File: src/rtl/ropuf_pkg.sv
`timescale 1ns/1ps
package ropuf_pkg;
    typedef enum logic [2:0] {
        S_IDLE, S_PICK, S_PREP, S_RUN, S_EVAL, S_FINISH
    } ro_state_e;

    localparam logic [1:0] OP_SINGLE = 2'd0;
    localparam logic [1:0] OP_ENROLL = 2'd1;
    localparam logic [1:0] OP_REGEN  = 2'd2;
endpackage

File: src/rtl/ro_edge_sync.sv
`timescale 1ns/1ps
module ro_edge_sync (
    input  logic clk,
    input  logic rst_n,
    input  logic async_in,
    output logic rise
);
    logic [2:0] sh_q;

    always_ff @(posedge clk or negedge rst_n) begin
        if (!rst_n) sh_q <= '0;
        else        sh_q <= {sh_q[1:0], async_in};
    end

    assign rise = sh_q[1] & ~sh_q[2];
endmodule

File: src/rtl/ro_counter.sv
`timescale 1ns/1ps
module ro_counter #(
    parameter int W = 16
) (
    input  logic         clk,
    input  logic         rst_n,
    input  logic         clr,
    input  logic         en,
    input  logic         inc,
    output logic [W-1:0] count
);
    always_ff @(posedge clk or negedge rst_n) begin
        if (!rst_n)                          count <= '0;
        else if (clr)                        count <= '0;
        else if (en && inc && (count != '1)) count <= count + 1'b1;
    end
endmodule

File: src/rtl/ro_pair_cmp.sv
`timescale 1ns/1ps
module ro_pair_cmp #(
    parameter int W = 16
) (
    input  logic [W-1:0] cnt_a,
    input  logic [W-1:0] cnt_b,
    input  logic [W-1:0] thr,
    output logic         a_wins,
    output logic         wide
);
    logic [W-1:0] gap;

    always_comb begin
        a_wins = cnt_a > cnt_b;
        gap    = a_wins ? (cnt_a - cnt_b) : (cnt_b - cnt_a);
        wide   = gap >= thr;
    end
endmodule

File: src/rtl/ropuf_readout.sv
`timescale 1ns/1ps
module ropuf_readout
    import ropuf_pkg::*;
#(
    parameter  int N_OSC  = 8,
    parameter  int CNT_W  = 16,
    parameter  int WIN_W  = 16,
    localparam int IDX_W  = $clog2(N_OSC),
    localparam int N_PAIR = N_OSC / 2,
    localparam int PAIR_W = $clog2(N_PAIR + 1)
) (
    input  logic              clk,
    input  logic              rst_n,
    input  logic [N_OSC-1:0]  ring_in,
    output logic              ring_en_n,
    input  logic              start,
    input  logic [1:0]        op_mode,
    input  logic [IDX_W-1:0]  top_sel,
    input  logic [IDX_W-1:0]  bot_sel,
    input  logic [WIN_W-1:0]  win_len,
    input  logic [CNT_W-1:0]  margin,
    input  logic [N_PAIR-1:0] pair_mask,
    input  logic [PAIR_W-1:0] want_bits,
    output logic              done,
    output logic              resp_bit,
    output logic              mask_bit,
    output logic              err,
    output logic              ready,
    output logic [N_PAIR-1:0] key_out,
    output logic [PAIR_W-1:0] key_len
);
    localparam int PIDX_W = $clog2(N_PAIR);
    localparam logic [PAIR_W-1:0] NPAIR_V = PAIR_W'(N_PAIR);
    localparam logic [PAIR_W-1:0] ONE_P   = PAIR_W'(1);
    localparam logic [WIN_W-1:0]  ONE_W   = WIN_W'(1);

    ro_state_e         state_q, state_d;
    logic [1:0]        mode_q;
    logic [IDX_W-1:0]  top_q, bot_q;
    logic [PAIR_W-1:0] pidx_q, nbits_q, want_q;
    logic [N_PAIR-1:0] mask_q, key_q;
    logic [WIN_W-1:0]  win_q;
    logic [N_OSC-1:0]  rise_v;
    logic [CNT_W-1:0]  cnt_top, cnt_bot;
    logic              top_wins, gap_wide;

    // One synchronizer and edge detector per ring input
    for (genvar g = 0; g < N_OSC; g++) begin : g_sync
        ro_edge_sync u_sync (
            .clk(clk), .rst_n(rst_n), .async_in(ring_in[g]), .rise(rise_v[g])
        );
    end

    ro_counter #(.W(CNT_W)) u_cnt_top (
        .clk(clk), .rst_n(rst_n), .clr(state_q == S_PREP),
        .en(state_q == S_RUN), .inc(rise_v[top_q]), .count(cnt_top)
    );
    ro_counter #(.W(CNT_W)) u_cnt_bot (
        .clk(clk), .rst_n(rst_n), .clr(state_q == S_PREP),
        .en(state_q == S_RUN), .inc(rise_v[bot_q]), .count(cnt_bot)
    );
    ro_pair_cmp #(.W(CNT_W)) u_cmp (
        .cnt_a(cnt_top), .cnt_b(cnt_bot), .thr(margin),
        .a_wins(top_wins), .wide(gap_wide)
    );

    logic list_over, cur_marked, win_end, last_bit, is_regen, same_sel;
    assign is_regen   = (mode_q == OP_REGEN);
    assign same_sel   = (top_sel == bot_sel);
    assign list_over  = (pidx_q == NPAIR_V) || (nbits_q == want_q);
    assign cur_marked = mask_q[pidx_q[PIDX_W-1:0]];
    assign win_end    = (win_q + ONE_W) >= win_len;
    assign last_bit   = (nbits_q + ONE_P) == want_q;

    assign ring_en_n  = (state_q != S_RUN);
    assign key_out    = key_q;
    assign key_len    = nbits_q;

    // State register
    always_ff @(posedge clk or negedge rst_n) begin
        if (!rst_n) state_q <= S_IDLE;
        else        state_q <= state_d;
    end

    // Transitions
    always_comb begin
        state_d = state_q;
        unique case (state_q)
            S_IDLE: if (start) begin
                if (op_mode == OP_REGEN) state_d = S_PICK;
                else if (!same_sel)      state_d = S_PREP;
            end
            S_PICK:   if (list_over)       state_d = S_FINISH;
                      else if (cur_marked) state_d = S_PREP;
            S_PREP:   state_d = S_RUN;
            S_RUN:    if (win_end) state_d = S_EVAL;
            S_EVAL:   state_d = (is_regen && !last_bit) ? S_PICK : S_IDLE;
            S_FINISH: state_d = S_IDLE;
            default:  state_d = S_IDLE;
        endcase
    end

    // Outputs and datapath
    always_ff @(posedge clk or negedge rst_n) begin
        if (!rst_n) begin
            done <= 1'b0; resp_bit <= 1'b0; mask_bit <= 1'b0;
            err  <= 1'b0; ready    <= 1'b0;
            mode_q <= OP_SINGLE; top_q <= '0; bot_q <= '0;
            pidx_q <= '0; nbits_q <= '0; want_q <= '0;
            mask_q <= '0; key_q   <= '0; win_q  <= '0;
        end else begin
            done <= 1'b0; mask_bit <= 1'b0; err <= 1'b0; ready <= 1'b0;
            unique case (state_q)
                S_IDLE: if (start) begin
                    mode_q <= op_mode;
                    if (op_mode == OP_REGEN) begin
                        pidx_q <= '0; nbits_q <= '0; key_q <= '0;
                        want_q <= want_bits; mask_q <= pair_mask;
                    end else if (same_sel) begin
                        err <= 1'b1;
                    end else begin
                        top_q <= top_sel; bot_q <= bot_sel;
                    end
                end
                S_PICK: if (!list_over) begin
                    if (cur_marked) begin
                        top_q <= {pidx_q[PIDX_W-1:0], 1'b0};
                        bot_q <= {pidx_q[PIDX_W-1:0], 1'b1};
                    end else begin
                        pidx_q <= pidx_q + ONE_P;
                    end
                end
                S_PREP: win_q <= '0;
                S_RUN:  win_q <= win_q + ONE_W;
                S_EVAL: begin
                    done     <= 1'b1;
                    resp_bit <= top_wins;
                    mask_bit <= (mode_q == OP_ENROLL) && gap_wide;
                    if (is_regen) begin
                        key_q   <= {key_q[N_PAIR-2:0], top_wins};
                        nbits_q <= nbits_q + ONE_P;
                        pidx_q  <= pidx_q + ONE_P;
                        ready   <= last_bit;
                    end
                end
                S_FINISH: ready <= 1'b1;
                default: ;
            endcase
        end
    end
endmodule

File: config.mk
export PLATFORM = sky130hd
export DESIGN_NAME = ropuf_readout
export DESIGN_NICKNAME = d
export VERILOG_FILES = /design/src/rtl/ropuf_pkg.sv /design/src/rtl/ro_edge_sync.sv /design/src/rtl/ro_counter.sv /design/src/rtl/ro_pair_cmp.sv /design/src/rtl/ropuf_readout.sv
export SDC_FILE = /design/constraint.sdc
export NUM_CORES = 1
export LEC_CHECK = 0
export BUFFER_PORTS_ARGS = -buffer_cell sky130_fd_sc_hd__buf_2
export CAP_MARGIN = 20
export CORE_MARGIN = 2
export CORE_UTILIZATION = 44
export CTS_BUF_LIST = sky130_fd_sc_hd__clkbuf_4 sky130_fd_sc_hd__clkbuf_8
export DETAILED_ROUTE_END_ITERATION = 12
export PLACE_DENSITY = 0.64
export SETUP_SLACK_MARGIN = 0.4
export SYNTH_ARGS = -nofsm -noshare
export SYNTH_HDL_FRONTEND = slang
export SYNTH_HIERARCHICAL = 1
export SYNTH_SLANG_ARGS = --single-unit
export TNS_END_PERCENT = 50
File: constraint.sdc
create_clock -name clk -period 8.3 [get_ports clk]
set_input_delay 0.415 -clock clk [delete_from_list [all_inputs] [get_ports clk]]
set_output_delay 0.415 -clock clk [all_outputs]
set_load 0.02 [all_outputs]
[Yosys cells after proc, flatten, opt, wreduce, memory -nomap -nowiden]
Cells that the tools add are included.
Word-level totals
  bits in registers: 105
  input port bits: 58
  output and inout bits: 13
  word-level logic and storage cells: 153
Cells by class
  add/subtract/negate cells: 7
  order comparisons: 6
  eq/ne operators: 26
  multiplexer cells: 52
  bitwise operators: 16
  reduce and logical (&&, ||, !) cells: 21
Operators with widths (number)
  $mux W16: 5
  $mux W3: 22
  $add A16 B1 Y16 const B: 3
  $ge A16 B16 Y1: 2
  $ne A16 B16 Y1 const B: 2
  $pmux W16 S2: 1
  $sub A16 B16 Y16: 2
  $ne A2 B2 Y1 const B: 9
  $pmux W3 S2: 3
  $gt A16 B16 Y1: 1
  $pmux W3 S5: 1
  $mux W4: 3
  $reduce_and A6 Y1: 2
  $mux W1: 11
  $reduce_bool A2 Y1: 5
  $eq A3 B3 Y1: 3
  $eq A3 B3 Y1 const B: 3
  $pmux W3 S3: 1
  $and A1 B1 Y1: 8
  $lt A3 B4 Y1 const B: 2
  $not A1 Y1: 8
  $pmux W4 S2: 1
  $reduce_and A4 Y1: 2
  $add A3 B1 Y3 const B: 2
  17 further kinds: 26

[Longest topological paths before layout]
  word-level depth: 8
  depth in mapped cells: 21
  mapped depth without buffers: 20

[By module]
Netlist, hierarchy kept.
Modules (own cells, without submodules)
  ropuf_readout: instances 1, cells each 323, area each 3164.3 µm², sequential area each 1226.2 µm²
  ro_pair_cmp: instances 1, cells each 280, area each 1974.4 µm², sequential area each 0.0 µm²
  ro_counter: instances 2, cells each 103, area each 920.9 µm², sequential area each 400.4 µm²
  ro_edge_sync: instances 8, cells each 4, area each 88.8 µm², sequential area each 75.1 µm²

[Worst setup path before layout]
OpenSTA, ideal clock, no wires.
  kind: register -> register
  start: reg u_cnt_top.count[0]
  end: reg mask_bit
  library setup time: 0.120 ns
  data arrival time: 3.760 ns
  required time: 8.180 ns
  slack: 4.420 ns
  cell stages (with the launch flop): 21
  buffers on the path: 0
  period minus slack after synthesis: 3.880 ns
  cells stage by stage: dfrtp_1 inv_1 ha_1 inv_1 fa_1 a21o_1 a221o_1 nand3_2 o221ai_2 a21oi_4 mux2i_1 xor2_1 ha_1 a21o_1 a21o_1 a21oi_1 nor2_1 a2111oi_0 o22ai_1 nand2_1 nor3_1
On the way
  word-level cells in the longest chain between the ends: 5
  elaborated cells on any way between the ends: 7
  those cells by class: 2 x add/sub; 2 x order compare; 2 x mux; 1 x reduce/logical
RTL lines
  start: declaration: RTL line ro_counter.sv:10  | output logic [W-1:0] count
  start signal: assignment: RTL line ro_counter.sv:15  | else if (en && inc && (count != '1)) count <= count + 1'b1;
  $sub A16 B16 Y16 or $gt A16 B16 Y1 (tied branches): RTL line ro_pair_cmp.sv:15, ro_pair_cmp.sv:14
  $mux W16 *: RTL line ro_pair_cmp.sv:15  | gap = a_wins ? (cnt_a - cnt_b) : (cnt_b - cnt_a);
  $ge A16 B16 Y1 *: RTL line ro_pair_cmp.sv:16  | wide = gap >= thr;
  net gap_wide: RTL line ropuf_readout.sv:45  | logic top_wins, gap_wide;
  $logic_and A1 B1 Y1 *: RTL line ropuf_readout.sv:138  | mask_bit <= (mode_q == OP_ENROLL) && gap_wide;
  $mux W1 *: RTL line ropuf_readout.sv:113  | unique case (state_q)
  end signal: assignment: RTL line ropuf_readout.sv:138
  end: declaration: RTL line ropuf_readout.sv:26  | output logic mask_bit,
The timed path passes the listed nets; every way through them passes the cells marked *.
A chain may end at the register's enable or synchronous reset.

[Worst setup path in the final report]
Ends and elaborated chain as after synthesis.

==> impl_metrics.toml <==
[outcome]
outcome = "complete, no violations"

[power_and_ir_drop]
power_mw = 1.76
power_density_mw_per_mm2 = 211
ir_drop_mv = 0.140
leakage_nw = 3.94

[critical_path]
timing.rr.start = "u_cnt_top/count[0]$_DFFE_PN0P_"
path_delay_family = "compound AO/OA/AOI/OAI gates"
critPathBufInv = 2
path_depth = 20
critical_path.max_fanout = 15
critPathKind = "reg2reg"
cp_common_cell = "a21o_1"
slowest_delay_ps = 560
crit_slowest_cell = "a21oi_4"
reg2reg_depth = 20
cp-end-kind = "flop"
arrival_ps = 4820
critPathLaunchType = "flop"
worstPathCellList = "inv_1 > ha_1 > inv_1 > fa_1 > a21o_1 > a221o_1 > nand3_2 > o221ai_2 > a21oi_4 > mux2i_1 > xor2_1 > ha_1 > a21o_1 > a21o_1 > a21oi_1 > nor2_1 > a2111oi_0 > o22ai_1 > nand2_1 > nor3_1"
crit_required_ps = 8570
startpoint = "u_cnt_top/count[0]$_DFFE_PN0P_"

[final_layout]
design_area_mm2 = 0.00835
final_cell_mix = "dfrtp_1, inv_1, nand2_1"
syn_to_final_growth_pct = 8.52
final_layout_size_suffix_gt1_share_pct = 16.7
final_common_cell = "dfrtp_1"
instances_no_fill = 1122
final_nets = 1021

[grt]
grt_pass1_wl_mm = 28.1
track_usage_pct = 18.9
grt-ovfl-total = 0
grt_max_degree = 77
antenna_found_initial = 1
first_global_vias = 5835

[drt]
drt_wl_total_mm = 16.8
detail-route-antenna-nets = 0
routedWlPerCell_um = 15.0
routed_via_density = 5.50
drt_pass1_iterations = 5
drt_first_iter_violations = 429
drc = 0
vias = 6174

[clock_tree]
root_buffer = "clkbuf_8"
cts_setup_buffers = 0
clockBufferDepth = 2
clkSinkCount = 105
cts-buffers-inserted = 9
insertion_delay_ps = 380
htreeDepth = 3
path_clk_slew_ps = 110
cts_tree = "done"

[floorplan]
start_util_pct = 44.8
coreArea_mm2 = 0.0172
dieArea_mm2 = 0.0186
fp-row-count = 48
fp.dieW_um = 136
die_y_um = 136
ios = 71

[sta]
slew_violations = 0
skew_ps = 12.1
setup_tns_ps = 0
tightest_slew_ps = 963
fin_crit_ps = 4550
slew_headroom_pct = 35.3
fin_crit_sh_pct = 54.8
clock.fmax_mhz = 220
hold_viol = 0
setup_viol = 0
rsz0062_at_grt = "false"

[synthesis]
avgSynthCellArea_um2 = 9.15
synth_area_mm2 = 0.00769
yosysUniqueCellTypes = 73
syn_inst = 841
synth_ff_type = "dfrtp_1"
ys_seq_elements = 105
ys_seq_area_share_pct = 34.2
async_flop_share_pct = 100
synth-warning-count = 6
synth_edf_count = 0
syn-num-nets = 970

[job]
maxCapViolations = 0

[place]
gp_congestion = 0.871
io_buffers = 70
post-dp-hpwl_mm = 12.7
postPlaceCellArea_mm2 = 0.00815
place_inst = 1104

[min_path]
min_path_cells = 1
worstHoldStart = "ring_in[3]"
hp-class = "in2reg"
## repair_timing
item | 4_1_cts | 5_1_grt
hold buffers | 1 | 0
gates resized for setup | 0 | 0
hold endpoints to repair | 29 | 0
## sequential cells by signal, indices dropped and copies added (netlist names)
signal	flops
err	1
mode_q	2
want_q	3
top_q	3
ready	1
bot_q	3
u_cnt_bot/count	16
resp_bit	1
g_sync.u_sync/sh_q	24
key_len	3
mask_bit	1
done	1
state_q	3
win_q	16
pidx_q	3
mask_q	4
key_out	4
u_cnt_top/count	16
## power breakdown
part / total [mW] / switching, mW / internal [mW] / leakage [nW]
Sequential: 0.695 / 0.104 / 0.590 / 1.36
Clock: 0.290 / 0.182 / 0.109 / 0.0819
Combinational: 0.775 / 0.436 / 0.339 / 2.49
## path summary, 6_finish.rpt
kind / to / slack [ps]
min: g_sync[3].u_sync/sh_q[0]$_DFF_PN0_ / 140
min in group asynchronous: want_q[0]$_DFFE_PN0P_ / 490
max in group asynchronous: win_q[11]$_DFFE_PN0P_ / 6540
max reg2reg: mask_bit$_DFF_PN0_ / 3750
max: mask_bit$_DFF_PN0_ / 3750
min reg2reg: g_sync[1].u_sync/sh_q[1]$_DFF_PN0_ / 350
## cell type report
type / count / area [um2]
Antenna cell: 1 / 2.50
Clock buffer: 9 / 124
Clock inverter: 6 / 42.5
Fill cell: 1673 / 8830
Inverter: 80 / 300
Multi-Input combinational cell: 620 / 4560
Sequential cell: 105 / 2630
Tap cell: 225 / 282
Timing Repair Buffer: 76 / 408
## synthesized netlist by cell type, drive strengths merged (3+ instances only)
library cell,number,area (um2)
ha,69,863
nor3,9,45.0
o31a,3,26.3
nand3b,3,22.5
nor2,56,213
xnor2,15,131
o21ai,43,215
nand2,73,279
a211oi,7,52.6
nand4,23,144
and2,6,37.5
a22o,14,124
xor2,21,184
nand2b,9,56.3
inv,80,300
or4,23,175
and3,11,76.3
nand3,24,138
or3,6,40.0
dfrtp,105,2630
buf,23,169
mux4,5,113
nor4,7,50.1
a31oi,5,31.3
clkbuf,13,48.8
o21a,6,45.0
a2111oi,4,35.0
nor2b,17,166
mux2,26,293
a21oi,62,322
o211ai,6,45.0
a21o,8,60.1
mux2i,16,160
o31ai,18,135
## through the flow
stage | utilization, % | setup WS, ps | hold WS (ps)
4_1_cts | 48.5 | 3730 | 121
5_1_grt | 48.6 | 3470 | 115
3_3_place_gp | 47.5 | 3840 | 334
2_1_floorplan | - | 4420 | 119
6_report | 48.6 | 3750 | 141
3_5_place_dp | 47.5 | 3750 | 335
## per-layer routing
metal | routed length (um) | global-route usage (%) | up-vias
met4 | 316 | 6.31 | 0
met3 | 625 | 2.46 | 24
li1 | - | - | 3099
met1 | 8350 | 26.9 | 2918
met2 | 7500 | 29.6 | 133
met5 | 0 | 0 | -
## cell families (layout without fill, tap and decap cells)
kind of cell               after synthesis  count (layout)  synth area share, %
AOI/OAI and AO/OA                      191             191                 15.9
xor gates and xnor gates                36              36                 4.10
adders and majority gates               71              71                 11.7
buffers and inverters                  116             171                 6.74
DFF                                    105             105                 34.2
muxes                                   47              47                 7.35
other                                    0               1                    0
and+or+nand+nor                        275             275                 20.0
No activity file was read; power rests on OpenSTA's default activity.
